## config.mk

```make
export PLATFORM = sky130hd
export DESIGN_NAME = clk_lock_supervisor
export DESIGN_NICKNAME = d
export VERILOG_FILES = /design/src/rtl/clksup_pkg.sv /design/src/rtl/clksup_sync.sv /design/src/rtl/clksup_restart_ctr.sv /design/src/rtl/clksup_fsm.sv /design/src/rtl/clk_lock_supervisor.sv
export SDC_FILE = /design/constraint.sdc
export NUM_CORES = 1
export LEC_CHECK = 0
export BUFFER_PORTS_ARGS = -buffer_cell sky130_fd_sc_hd__buf_2
export CORE_ASPECT_RATIO = 1.2
export CORE_MARGIN = 8
export CORE_UTILIZATION = 64
export CTS_CLUSTER_DIAMETER = 200
export DETAILED_ROUTE_END_ITERATION = 10
export GPL_TIMING_DRIVEN = 0
export PLACE_DENSITY = 0.8
export SYNTH_ARGS = -nofsm -noshare
export SYNTH_HDL_FRONTEND = slang
export SYNTH_HIERARCHICAL = 1
export SYNTH_SLANG_ARGS = --single-unit
```

## constraint.sdc

```tcl
create_clock -name ref_clk -period 7.4 [get_ports ref_clk]
set_input_delay 0 -clock ref_clk [delete_from_list [all_inputs] [get_ports ref_clk]]
set_output_delay 0 -clock ref_clk [all_outputs]
set_load 0.05 [all_outputs]
```

## src/rtl/clksup_pkg.sv

```systemverilog
package clksup_pkg;
  typedef enum logic [1:0] {
    ST_HOLD    = 2'd0,
    ST_WAIT    = 2'd1,
    ST_RUN     = 2'd2,
    ST_BACKOFF = 2'd3
  } sup_state_t;

  // Status bit positions as driven by the clock-management unit
  localparam int IN_STOP_BIT  = 1;
  localparam int OUT_STOP_BIT = 2;
endpackage

```

## src/rtl/clksup_sync.sv

```systemverilog
module clksup_sync #(
  parameter int WIDTH = 3
) (
  input  logic             clk,
  input  logic             rst_n,
  input  logic [WIDTH-1:0] async_in,
  output logic [WIDTH-1:0] sync_out
);
  // one two-flop chain per bit
  for (genvar b = 0; b < WIDTH; b++) begin : g_bit
    logic meta_q, sync_q;
    always_ff @(posedge clk or negedge rst_n) begin
      if (!rst_n) begin
        meta_q <= 1'b0;
        sync_q <= 1'b0;
      end else begin
        meta_q <= async_in[b];
        sync_q <= meta_q;
      end
    end
    assign sync_out[b] = sync_q;
  end
endmodule

```

## src/rtl/clksup_restart_ctr.sv

```systemverilog
module clksup_restart_ctr #(
  parameter int RCNT_W = 8
) (
  input  logic              clk,
  input  logic              rst_n,
  input  logic              restart_evt,
  output logic [RCNT_W-1:0] count
);
  localparam logic [RCNT_W-1:0] CNT_MAX = '1;

  function automatic logic [RCNT_W-1:0] sat_inc(input logic [RCNT_W-1:0] v);
    return (v == CNT_MAX) ? v : v + RCNT_W'(1);
  endfunction

  always_ff @(posedge clk or negedge rst_n) begin
    if (!rst_n)           count <= '0;
    else if (restart_evt) count <= sat_inc(count);
  end


  sat_hold_chk: assert property (@(posedge clk) disable iff (!rst_n)
    (count == CNT_MAX) |=> (count == CNT_MAX));


  unit_step_chk: assert property (@(posedge clk) disable iff (!rst_n)
    (count != $past(count)) |-> (count == $past(count) + RCNT_W'(1)));
endmodule

```

## src/rtl/clksup_fsm.sv

```systemverilog
module clksup_fsm
  import clksup_pkg::*;
#(
  parameter int RST_CYCLES    = 8,
  parameter int LOCK_TIMEOUT  = 65536,
  parameter int STABLE_CYCLES = 16
) (
  input  logic clk,
  input  logic rst_n,
  input  logic lock_s,
  input  logic in_stop_s,
  input  logic out_stop_s,
  output logic cm_reset,
  output logic clocks_good,
  output logic restart_evt
);
  localparam int TMR_MAX = (LOCK_TIMEOUT > RST_CYCLES) ? LOCK_TIMEOUT : RST_CYCLES;
  localparam int TMR_W   = $clog2(TMR_MAX + 1);
  localparam int STB_W   = $clog2(STABLE_CYCLES + 1);
  localparam logic [TMR_W-1:0] HOLD_LAST = TMR_W'(RST_CYCLES - 1);
  localparam logic [TMR_W-1:0] WAIT_LAST = TMR_W'(LOCK_TIMEOUT - 1);
  localparam logic [STB_W-1:0] STB_LAST  = STB_W'(STABLE_CYCLES - 1);

  sup_state_t       state, state_n;
  logic [TMR_W-1:0] tmr, tmr_n;
  logic [STB_W-1:0] stb, stb_n;

  // named internal events
  logic qual;        // outputs trustworthy this cycle
  logic hold_done;   // minimum reset width reached
  logic wait_expired;
  logic run_reached;
  logic quiet_done;  // input quiet long enough in back-off

  function automatic logic [STB_W-1:0] run_step(input logic ok, input logic [STB_W-1:0] c);
    return ok ? c + STB_W'(1) : '0;
  endfunction

  assign qual         = lock_s & ~in_stop_s & ~out_stop_s;
  assign hold_done    = (tmr == HOLD_LAST);
  assign wait_expired = (tmr == WAIT_LAST);
  assign run_reached  = qual && (stb == STB_LAST);
  assign quiet_done   = ~in_stop_s && (stb == STB_LAST);

  always_comb begin
    state_n     = state;
    tmr_n       = tmr;
    stb_n       = stb;
    restart_evt = 1'b0;
    case (state)
      ST_HOLD: begin
        if (in_stop_s) begin
          state_n = ST_BACKOFF; tmr_n = '0; stb_n = '0;
        end else if (hold_done) begin
          state_n = ST_WAIT; tmr_n = '0; stb_n = '0;
        end else begin
          tmr_n = tmr + TMR_W'(1);
        end
      end
      ST_WAIT: begin
        if (in_stop_s) begin
          state_n = ST_BACKOFF; restart_evt = 1'b1; tmr_n = '0; stb_n = '0;
        end else if (run_reached) begin
          state_n = ST_RUN; tmr_n = '0; stb_n = '0;
        end else if (wait_expired) begin
          state_n = ST_HOLD; restart_evt = 1'b1; tmr_n = '0; stb_n = '0;
        end else begin
          tmr_n = tmr + TMR_W'(1);
          stb_n = run_step(qual, stb);
        end
      end
      ST_RUN: begin
        if (in_stop_s) begin
          state_n = ST_BACKOFF; restart_evt = 1'b1;
        end else if (!qual) begin
          state_n = ST_HOLD; restart_evt = 1'b1;
        end
        tmr_n = '0;
        stb_n = '0;
      end
      default: begin // ST_BACKOFF
        if (quiet_done) begin
          state_n = ST_HOLD; tmr_n = '0; stb_n = '0;
        end else begin
          stb_n = run_step(~in_stop_s, stb);
        end
      end
    endcase
  end

  always_ff @(posedge clk or negedge rst_n) begin
    if (!rst_n) begin
      state <= ST_HOLD;
      tmr   <= '0;
      stb   <= '0;
    end else begin
      state <= state_n;
      tmr   <= tmr_n;
      stb   <= stb_n;
    end
  end

  assign cm_reset    = (state == ST_HOLD) || (state == ST_BACKOFF);
  assign clocks_good = (state == ST_RUN);


  release_len_chk: assert property (@(posedge clk) disable iff (!rst_n)
    (state == ST_WAIT && $past(state) == ST_HOLD) |-> ($past(tmr) == HOLD_LAST));


  run_entry_chk: assert property (@(posedge clk) disable iff (!rst_n)
    (state == ST_RUN && $past(state) == ST_WAIT) |-> $past(qual));


  lock_loss_chk: assert property (@(posedge clk) disable iff (!rst_n)
    (state == ST_RUN && !lock_s) |=> cm_reset);


  out_stop_chk: assert property (@(posedge clk) disable iff (!rst_n)
    (state == ST_RUN && out_stop_s) |=> !clocks_good);


  backoff_hold_chk: assert property (@(posedge clk) disable iff (!rst_n)
    (state == ST_BACKOFF && in_stop_s) |=> (state == ST_BACKOFF));


  good_release_chk: assert property (@(posedge clk) disable iff (!rst_n)
    $rose(clocks_good) |-> !cm_reset && $past(state) == ST_WAIT);
endmodule

```

## src/rtl/clk_lock_supervisor.sv

```systemverilog
module clk_lock_supervisor
  import clksup_pkg::*;
#(
  parameter int RST_CYCLES    = 8,
  parameter int LOCK_TIMEOUT  = 65536,
  parameter int STABLE_CYCLES = 16,
  parameter int RCNT_W        = 8
) (
  input  logic              ref_clk,
  input  logic              rst_n,
  input  logic              cm_locked,
  input  logic [2:0]        cm_status,
  output logic              cm_reset,
  output logic              clocks_good,
  output logic [RCNT_W-1:0] restart_count
);
  localparam int SYNC_W = 3;

  logic [SYNC_W-1:0] raw_vec, sync_vec;
  logic              restart_evt;
  logic              status_unused;

  // bit 0 of the status vector carries no decision
  assign status_unused = cm_status[0];
  assign raw_vec = {cm_status[OUT_STOP_BIT], cm_status[IN_STOP_BIT], cm_locked};

  clksup_sync #(.WIDTH(SYNC_W)) u_sync (
    .clk      (ref_clk),
    .rst_n    (rst_n),
    .async_in (raw_vec),
    .sync_out (sync_vec)
  );

  clksup_fsm #(
    .RST_CYCLES    (RST_CYCLES),
    .LOCK_TIMEOUT  (LOCK_TIMEOUT),
    .STABLE_CYCLES (STABLE_CYCLES)
  ) u_fsm (
    .clk         (ref_clk),
    .rst_n       (rst_n),
    .lock_s      (sync_vec[0]),
    .in_stop_s   (sync_vec[1]),
    .out_stop_s  (sync_vec[2]),
    .cm_reset    (cm_reset),
    .clocks_good (clocks_good),
    .restart_evt (restart_evt)
  );

  clksup_restart_ctr #(.RCNT_W(RCNT_W)) u_ctr (
    .clk         (ref_clk),
    .rst_n       (rst_n),
    .restart_evt (restart_evt),
    .count       (restart_count)
  );


  reset_state_chk: assert property (@(posedge ref_clk)
    !rst_n |-> (cm_reset && !clocks_good && restart_count == '0));
endmodule

```

# Word-level counts from Yosys, hierarchy flattened
# Index checks and enable logic that the tools add are counted.
# Widths: inputs -> output; s select.
[op_classes]
add_sub_neg = 3
n_eq_ne = 10
muxes = 31
bitwise_logic = 5
reduce_logical = 7
[ops]
columns = ["operator", "count"]
rows = [
  ["$mux 17", 6],
  ["$pmux 17 s3", 1],
  ["$mux 5", 8],
  ["$add 17x1->17 const B", 1],
  ["$eq 17x16->1 const B", 1],
  ["$eq 17x3->1 const B", 1],
  ["$mux 2", 8],
  ["$pmux 5 s3", 1],
  ["$add 8x1->8 const B", 1],
  ["$eq 8x8->1 const B", 1],
  ["$pmux 2 s3", 1],
  ["$add 5x1->5 const B", 1],
  ["$eq 5x4->1 const B", 1],
  ["$mux 1", 5],
  ["$eq 2x2->1 const B", 2],
  ["$ne 4x2->1 const B", 1],
  ["$reduce_and 4->1", 1],
  ["$reduce_bool 4->1", 1],
  ["$ne 3x2->1 const B", 1],
  ["$ne 3x3->1 const B", 1],
  ["$not 1->1", 3],
  ["$and 1x1->1", 2],
  ["$eq 2x1->1 const B", 1],
  ["$logic_and 1x1->1", 2],
  ["other kinds (4)", 4],
]
[totals]
register_bits = 38
output_inout_bits = 10
word_cells = 66

# Logic depth before layout (Yosys ltp)
# Gate-level depths: netlist (run 1).
[logic_depth]
word_depth = 8
ltp_mapped = 12
depth_no_buf = 12

# By module
# The synthesis (run 1) kept the hierarchy.
[modules_own_cells]
columns = ["mod", "instances", "cells_each", "area_each_um2", "seq_area_each_um2"]
rows = [
  ["clksup_fsm", 1, 163, 1515.2, 600.6],
  ["clksup_restart_ctr", 1, 35, 390.4, 200.2],
  ["clksup_sync", 1, 9, 172.7, 150.1],
]

# Worst setup path before layout (run 1)
# OpenSTA, ideal clock, no wires.
[synth_path]
path_kind = "register -> register"
from = "register u_fsm.tmr[0]"
to = "register u_ctr.count[4]"
setup_ns = 0.143
t_arrival_ns = 2.367
required_ns = 7.257
setup_slack_ns = 4.890
path_stages_with_launch = 13
path_cell_list = "dfrtp_1 > ha_1 > nand3_4 > or2_4 > nor3_1 > nand3_1 > inv_1 > ha_1 > o22ai_1 > a21oi_1 > and3_1 > o211ai_1 > xnor2_1"
[synth_via]
elab_chain_cells = 6
[synth_lines]
columns = ["element", "line_no", "rtl"]
rows = [
  ["from (decl)", "clksup_fsm.sv:25", "logic [TMR_W-1:0] tmr, tmr_n;"],
  ["from (signal assigned)", "clksup_fsm.sv:98", "tmr <= tmr_n;"],
  ["$eq 17x16->1", "clksup_fsm.sv:41", "assign wait_expired = (tmr == WAIT_LAST);"],
  ["$mux 1", "clksup_fsm.sv:65", "end else if (wait_expired) begin"],
  ["$mux 1", "clksup_fsm.sv:63", "end else if (run_reached) begin"],
  ["$mux 1", "clksup_fsm.sv:61", "if (in_stop_s) begin"],
  ["$pmux 1 s2", "clksup_fsm.sv:50", "case (state)"],
  ["via restart_evt", "clk_lock_supervisor.sv:20", "logic restart_evt;"],
  ["$reduce_and 2->1 (no line)", "--", ""],
  ["to (signal assigned)", "clksup_restart_ctr.sv:17", "else if (restart_evt) count <= sat_inc(count);"],
  ["to (decl)", "clksup_restart_ctr.sv:7", "output logic [RCNT_W-1:0] count"],
]
# The timed path passes the listed nets, and every way through them passes these cells.
# A chain may end at the register's enable or synchronous reset.

# Worst setup path in the final report (run 1)
[layout_path]
from = "register u_fsm.tmr[0]"
to = "register u_fsm.tmr[6]"
[layout_via]
elab_chain_cells = 5
word_cells_on_any_way = 9
cone_classes = "1 x add/sub; 2 x eq/ne; 6 x mux"
[layout_lines]
columns = ["element", "line_no"]
rows = [
  ["$add 17x1->17 / $eq 17x16->1 (equally long branches)", "clksup_fsm.sv:57, clksup_fsm.sv:68, clksup_fsm.sv:41"],
  ["$mux 17", "clksup_fsm.sv:65"],
  ["$mux 17", "clksup_fsm.sv:63"],
  ["$mux 17", "clksup_fsm.sv:61"],
  ["$pmux 17 s3 (*)", "clksup_fsm.sv:50"],
]
# Mark *: on every way between the ends. The rest lies on a longest branch, timed or not.

==> reports/summary.txt, run 1 <==
TIMING
--------------------------------------------------------------------------------
Final worst path period need                                             2870 ps
Final Setup Violations                                                         0
Maximum clock frequency                                                  349 MHz
Max-slew violations                                                            0
Number of failing hold endpoints at the final stage                            0
Clock skew                                                               2.73 ps
RSZ-0062 raised after global routing                                          no
Headroom to the max-slew limit                                             0.431
Final period utilization                                                   0.388
Sum of negative setup slack                                                 0 ps
Worst-Margin Slew                                                         847 ps

CELLS AND AREA
--------------------------------------------------------------------------------
Number of non-filler instances in the completed layout                       269
Ratio of cells with drive above 1 in the final layout                      0.180
Number of nets in the final layout                                           248
Count of antenna diodes in the layout                                          0
Area Overhead vs Synth                                                     10.4%
Fill count                                                                   226

YOSYS
--------------------------------------------------------------------------------
Cell area after synthesis                                               2080 µm²
Prevailing post-synth register cell                                 sky130_fd_sc_hd__dfrtp_1
Number of library cell types mapped by synthesis                              51
Seq cells post-synth                                                          38
Sequential cell area fraction in the yosys report                          0.458
Syn Area/Cell                                                           10.0 µm²
Post-synth ARST share                                                       1.00
Synthesis Warnings                                                             6
Net count of the mapped netlist                                              223
Count of flip-flops with a built-in enable after synthesis                     0
Synthesized instance count                                                   207

RUN STATUS
--------------------------------------------------------------------------------
Outcome                                                                completed

DRT
--------------------------------------------------------------------------------
Routed vias                                                                 1646
Via-per-instance ratio                                                      6.12
Detail Route met2 WL                                                     2150 µm
Wire length on met1                                                      1810 µm
First drt pass iteration count                                                 4
DRC marker count from the first detailed-route iteration                     110
Number of design rule violations left after detail routing                     0
Average wire per standard cell                                           15.6 µm
Detailed-routed wire length on met3                                       187 µm
Detail Route Antenna Nets                                                      0
Total detailed-routing wirelength                                        4190 µm
Top routing layer in use                                                    met4

POWER AND IR DROP
--------------------------------------------------------------------------------
Int Power                                                               0.393 mW
Power share of the clock group                                             0.157
Static leakage power                                                     1.01 nW
Fraction of power consumed by sequential logic                             0.374
Total power density per cell area                                     319 nW/µm²
Net Switching                                                           0.339 mW
Net switching share of the total power                                     0.463
Peak ir drop on the vdd network                                           344 µV
Post-route total power                                                  0.732 mW
Combinational power share                                                  0.470

GLOBAL ROUTING
--------------------------------------------------------------------------------
Number of antenna violations at the first check in global routing              0
GRT Total Usage                                                            0.166
Gr ovfl total                                                                  0
First-pass GRT wire length                                               7090 µm
Maximum number of pins on one net before global-route repair                  39
Number of global-route vias before repair                                   1668

CTS
--------------------------------------------------------------------------------
TritonCTS clock tree                                                        done
Maximum number of buffers from clock root to sink                              2
Number of clock buffers inserted by TritonCTS                                  5
Sinks on the clock net                                                        38
Clock-pin transition on the worst setup and hold timing paths             110 ps
Worst-Skew Late Latency                                                   340 ps
CTS root buffer                                                     sky130_fd_sc_hd__clkbuf_4
Htree depth                                                                    2

FLOORPLAN
--------------------------------------------------------------------------------
Row cnt                                                                       22
Die Footprint                                                           5330 µm²
Core Area                                                               3080 µm²
Die outline width                                                        68.0 µm
Overall die height                                                       78.4 µm
Number of placed I/O pins                                                     16
Initial core utilization                                                   0.674

CRITICAL PATH
--------------------------------------------------------------------------------
Critical path arrival                                                    3120 ps
Type of the setup path with the least slack                         flop to flop
Req. time, crit path                                                     7650 ps
CP Launch Type                                                              flop
Critical Path End Type                                                      flop
CP max FO                                                                     10

PLACEMENT
--------------------------------------------------------------------------------
Number of port buffers                                                        14
Post-placement cell count                                                    257
Routability cong.                                                          0.811
Estimated wirelength of the detail-placed design                         3040 µm

WORST HOLD PATH
--------------------------------------------------------------------------------
Worst min-delay path class                                          primary input to async pin

RUN
--------------------------------------------------------------------------------
Number of max-capacitance violations reported                                  0

per-layer routing:
metal,GRT usage,up-vias
met1,0.194,788
met5,0,-
li1,-,815
met3,0.0497,5
met4,0.0637,0
met2,0.274,38
cell usage in the layout (no fill, tap or decap), drive strengths merged, types with 2 or more instances in the layout:
master       count
or3              5
clkbuf           9
a21o             4
nor3             6
mux2             4
nor2b            3
mux2i            2
dlygate4sd3      4
o22ai            2
and4             2
nand3            8
nand2           12
o211ai           2
dfrtp           38
xnor2            4
o32ai            3
nor2             8
nand2b           3
o21ai           25
a21oi            7
nor4             7
and3             3
nand4            6
nor3b            2
or2              2
nor4bb           2
buf             18
ha              10
o31ai            4
inv             14
or4              4
flip-flops by register name, indices dropped and copies added, names as in the netlist:
signal	count
u_fsm/tmr	17
u_fsm/state	2
u_ctr/count	8
u_sync/g_bit.sync_q	3
u_sync/g_bit.meta_q	3
u_fsm/stb	5
kinds of logic after synthesis:
group | share of synthesized area
simple gates | 0.232
compound gates | 0.160
flops | 0.458
buf+inv | 0.0421
fa+ha+maj | 0.0602
mux | 0.0313
xor+xnor | 0.0169
worst max-delay path, stage by stage (launching register included):
cell	delay, ps
sky130_fd_sc_hd__dfrtp_1	430
sky130_fd_sc_hd__ha_1	260
sky130_fd_sc_hd__nand3_4	120
sky130_fd_sc_hd__or2_4	290
sky130_fd_sc_hd__nor3_1	220
sky130_fd_sc_hd__nand3_1	130
sky130_fd_sc_hd__inv_1	80
sky130_fd_sc_hd__ha_1	220
sky130_fd_sc_hd__nor3_2	80
sky130_fd_sc_hd__o21ba_2	250
sky130_fd_sc_hd__clkbuf_1	320
sky130_fd_sc_hd__o21ai_0	170
sky130_fd_sc_hd__a21o_1	200
path summary, 6_finish.rpt:
path	end	start	slack, ps	cells past startpoint
worst max-delay path	u_fsm/tmr[6]	u_fsm/tmr[0]	4530	12
worst min-delay path	u_fsm/tmr[8]	rst_n	280	2
worst max register to register	u_fsm/tmr[6]	u_fsm/tmr[0]	4530	12
worst min register to register	u_sync/g_bit[0].sync_q	u_sync/g_bit[0].meta_q	360	0
max in group asynchronous	u_ctr/count[1]	rst_n	6600	2
min in group ref_clk	u_sync/g_bit[2].meta_q	cm_status[2]	290	2
power by group through the flow:
stage	Sequential, mW	Clock, mW	Combinational (mW)
after floorplan	0.324	0	0.210
final	0.274	0.115	0.344
after detailed placement	0.278	0	0.343
after global placement	0.275	0	0.332
after global routing	0.279	0.122	0.375
after CTS	0.274	0.116	0.347
per-stage QoR:
step | util | cell area [µm²] | hold WS [ps] | setup slack, ps
after floorplan | - | 2080 | -296 | 4890
after global placement | 0.711 | 2190 | 108 | 4670
after detailed placement | 0.711 | 2190 | 110 | 4580
after CTS | 0.744 | 2290 | 285 | 4540
after global routing | 0.744 | 2290 | 288 | 4200
final | 0.744 | 2290 | 285 | 4530
cells in the mapped netlist, drive strengths merged, types with 2 or more instances:
master | number | area (µm²)
or4 | 4 | 31.3
or3 | 5 | 32.5
dfrtp | 38 | 951
or2 | 2 | 15.0
xnor2 | 4 | 35.0
nor2b | 3 | 18.8
o22ai | 2 | 12.5
nor3 | 6 | 40.0
mux2 | 4 | 45.0
o31ai | 4 | 30.0
a21oi | 7 | 35.0
and4 | 2 | 17.5
inv | 14 | 52.6
clkbuf | 2 | 7.51
a21o | 4 | 30.0
and3 | 3 | 18.8
nand3 | 8 | 52.6
nand2 | 12 | 45.0
mux2i | 2 | 20.0
o21ai | 25 | 133
nand4 | 6 | 50.0
o32ai | 3 | 26.3
ha | 10 | 125
nand2b | 3 | 18.8
o211ai | 2 | 15.0
nor2 | 8 | 32.5
nor3b | 2 | 15.0
buf | 4 | 27.5
nor4bb | 2 | 20.0
nor4 | 7 | 50.1
final cells by class:
cell class / count / area (µm²) / area share
multi-input cells: 149 / 1040 / 0.453
flip-flops and latches: 38 / 951 / 0.415
repair buffers: 18 / 110 / 0.0480
clock buffers: 7 / 55.1 / 0.0240
inverters: 14 / 52.6 / 0.0229
well taps: 36 / 45.0 / 0.0196
plain buffers: 6 / 35.0 / 0.0153
clock inverters: 1 / 5.00 / 0.00218
timing repair:
item / CTS / global route
setup buffers: 0 / 0
hold buffers: 4 / 0
endpoints found under the setup margin: 0 / 0
gates resized for setup: 0 / 0
endpoints found under the hold margin: 41 / 0
Power figures use the tool's default switching activity.
==> run 2, diff against run 1 <==
--- a/config.mk
+++ b/config.mk
@@ -8,11 +8,11 @@
 export BUFFER_PORTS_ARGS = -buffer_cell sky130_fd_sc_hd__buf_2
 export CORE_ASPECT_RATIO = 1.2
 export CORE_MARGIN = 8
-export CORE_UTILIZATION = 64
+export CORE_UTILIZATION = 59
 export CTS_CLUSTER_DIAMETER = 200
 export DETAILED_ROUTE_END_ITERATION = 10
 export GPL_TIMING_DRIVEN = 0
-export PLACE_DENSITY = 0.8
+export PLACE_DENSITY = 0.75
 export SYNTH_ARGS = -nofsm -noshare
 export SYNTH_HDL_FRONTEND = slang
 export SYNTH_HIERARCHICAL = 1
==> constraint.sdc (replaced) <==
create_clock -name ref_clk -period 2.94 [get_ports ref_clk]
set_input_delay 0 -clock ref_clk [delete_from_list [all_inputs] [get_ports ref_clk]]
set_output_delay 0 -clock ref_clk [all_outputs]
set_load 0.05 [all_outputs]
==> run 2 against run 1 <==
Against the previous run: register-to-register slack got worse by 4400 ps; cell count is 0.37% higher; power rose to 2.7 times the previous value; sequential power grew to 2.5 times the previous value; global-route usage decreased by 0.57 points; critical path depth unchanged; setup slack lost 4400 ps; utilization fell by 4.6 points; combinational power rose to 2.6 times the previous value; sequential cell count is the same; clock power grew to 3.7 times the previous value; critical path type unchanged; critical endpoint is now u_fsm/tmr[2].
==> reports/summary.txt, run 2 (synthesis results as in run 1) <==
TIMING
--------------------------------------------------------------------------------
Worst-Margin Slew                                                         972 ps
Number of failing hold endpoints at the final stage                            0
Clock skew                                                               5.59 ps
RSZ-0062 raised after global routing                                          no
Final worst path period need                                             2800 ps
Maximum clock frequency                                                  358 MHz
Final period utilization                                                   0.951
Sum of negative setup slack                                                 0 ps
Final Setup Violations                                                         0
Max-slew violations                                                            0
Headroom to the max-slew limit                                             0.347
Crit path setup slack, layout                                             144 ps

CELLS AND AREA
--------------------------------------------------------------------------------
Most used cells in the layout excluding fill and tap cells          sky130_fd_sc_hd__dfrtp_1 (38), sky130_fd_sc_hd__o21ai_0 (22), sky130_fd_sc_hd__buf_2 (15), sky130_fd_sc_hd__inv_1 (14), sky130_fd_sc_hd__nand2_1 (12)
Final core area utilization                                                0.698
Top flop regs                                                       u_fsm/tmr: 17 flops, u_ctr/count: 8 flops, u_fsm/stb: 5 flops
Ratio of cells with drive above 1 in the final layout                      0.193
Most common cell after layout, fill and taps aside                  sky130_fd_sc_hd__dfrtp_1
Flip-flop count of the largest register after layout                          17
Count of antenna diodes in the layout                                          0
Register containing the most flip-flops in the final layout            u_fsm/tmr
Cell area after layout                                                  2350 µm²
Sequential standard cell area                                            951 µm²
Area Overhead vs Synth                                                     13.1%
Number of nets in the final layout                                           248
Fill count                                                                   250
Multi-input gate area in the final layout                               1050 µm²

CTS
--------------------------------------------------------------------------------
Maximum number of buffers from clock root to sink                              2
Clock-pin transition on the worst setup and hold timing paths              70 ps
TritonCTS clock tree                                                        done
Htree depth                                                                    2
CTS root buffer                                                     sky130_fd_sc_hd__clkbuf_8
Number of clock buffers inserted by TritonCTS                                  5
Worst-Skew Late Latency                                                   290 ps
Sinks on the clock net                                                        38

GLOBAL ROUTING
--------------------------------------------------------------------------------
GR met3 Demand/Resource                                                   0.0365
Maximum number of pins on one net before global-route repair                  39
Number of antenna violations at the first check in global routing              0
Most Used Layer, Global Route                                               met2
Gr ovfl total                                                                  0
First-pass GRT wire length                                               7360 µm
GRT Total Usage                                                            0.160
M2 GR Usage                                                                0.291
Met1 Track Usage GR                                                        0.171
Number of global-route vias before repair                                   1748

PLACEMENT
--------------------------------------------------------------------------------
Estimated wirelength of the detail-placed design                         3110 µm
Routability cong.                                                          0.830
Number of port buffers                                                        14
Setup slack at placement                                                 23.6 ps
Cell Area, Placed                                                       2190 µm²

WORST HOLD PATH
--------------------------------------------------------------------------------
Worst min-delay path class                                          primary input to async pin

FLOORPLAN
--------------------------------------------------------------------------------
Die Footprint                                                           5690 µm²
Number of placed I/O pins                                                     16
Core Area                                                               3370 µm²
Initial core utilization                                                   0.617
Overall die height                                                       81.0 µm
Row cnt                                                                       23
Die outline width                                                        70.2 µm

POWER AND IR DROP
--------------------------------------------------------------------------------
Peak ir drop on the vdd network                                          1060 µV
Static leakage power                                                     1.03 nW
Total power density per cell area                                     855 nW/µm²

CRITICAL PATH
--------------------------------------------------------------------------------
Critical path arrival                                                    2980 ps
Timing endpoint of the critical path                                u_fsm/tmr[2]
Start point of the critical path                                    u_fsm/tmr[0]
Critical Path Slowest Stage Cell                                    sky130_fd_sc_hd__dfrtp_1
Critical-path cell list                                             ha_2, nand3_4, or2_4, nor3_1, nand3_1, inv_1, ha_1, nor3_2, o21ba_2, clkbuf_2, o21ai_0, a21o_1
CP Launch Type                                                              flop
End of the worst register-to-register path                          u_fsm/tmr[2]
Type of the setup path with the least slack                         flop to flop
RR Startpoint                                                       u_fsm/tmr[0]
Critical Path End Type                                                      flop
Reg-to-reg setup timing slack                                             140 ps
Count of cells along the worst register-to-register path                      12
Req. time, crit path                                                     3120 ps
CP max FO                                                                     10
Peak per-stage delay on the critical path                                 410 ps

DRT
--------------------------------------------------------------------------------
Detail Route Antenna Nets                                                      0
Routed vias                                                                 1716
DRC marker count from the first detailed-route iteration                     156
Number of design rule violations left after detail routing                     0
First drt pass iteration count                                                 4
Total detailed-routing wirelength                                        4380 µm
Via-per-instance ratio                                                      6.36
Average wire per standard cell                                           16.2 µm

RUN STATUS
--------------------------------------------------------------------------------
Outcome                                                                completed

RUN
--------------------------------------------------------------------------------
Number of max-capacitance violations reported                                  0

run 2: cell count changes in the layout (fill, tap and decap cells not counted), sizes merged:
cell and change:
clkinv -1, bufinv +1
run 2: final cells by class:
type	instances	area share
buffer	6	0.0154
clock buffer	7	0.0325
clock inverter	1	0.0128
inverter	14	0.0224
multi-input combinational	149	0.446
sequential	38	0.405
tap	37	0.0197
timing repair buffer	18	0.0469
run 2: worst min path at each step:
stage,start,endpoint,slack (ps),cells past startpoint
after floorplan,rst_n,u_ctr/count[0],-300,0
after global placement,cm_locked,u_sync/g_bit[0].meta_q,110,1
after detailed placement,cm_status[2],u_sync/g_bit[2].meta_q,110,1
after CTS,cm_status[1],u_sync/g_bit[1].meta_q,340,2
after global routing,cm_locked,u_sync/g_bit[0].meta_q,340,2
final,rst_n,u_fsm/tmr[12],350,2
run 2: worst max-delay path, delay by kind of cell, from the launching register on:
| family | cells | cell delay [ps] |
|---|---|---|
| buffers and inverters | 2 | 310 |
| DFF | 1 | 410 |
| AOI/OAI and AO/OA | 3 | 610 |
| adders and majority gates | 2 | 480 |
| and+or+nand+nor | 5 | 880 |
run 2: layer usage:
| metal | vias to the layer above | wire length, µm |
|---|---|---|
| li1 | 817 | - |
| met1 | 828 | 1770 |
| met2 | 59 | 2300 |
| met3 | 12 | 208 |
| met4 | 0 | 106 |
| met5 | - | 0 |
run 2: power breakdown:
| group | internal (mW) | switching [mW] | total, mW |
|---|---|---|---|
| logic | 0.278 | 0.613 | 0.891 |
| clock network | 0.254 | 0.172 | 0.425 |
| registers | 0.602 | 0.0917 | 0.693 |
| total | 1.13 | 0.876 | 2.01 |
run 2: timing repair:
action | 4_1_cts | 5_1_grt
hold endpoints to repair | 41 | 0
hold buffers | 4 | 0
buffers inserted | 0 | 0
setup endpoints to repair | 0 | 15
resized for setup | 0 | 5
run 2: stage by stage:
| stage | power [mW] | std cells | hold slack [ps] |
|---|---|---|---|
| after floorplan | 1.34 | 207 | -296 |
| after global placement | 1.52 | 258 | 110 |
| after detailed placement | 1.57 | 258 | 110 |
| after CTS | 2.01 | 270 | 338 |
| after global routing | 2.12 | 270 | 345 |
| final | 2.01 | 270 | 351 |
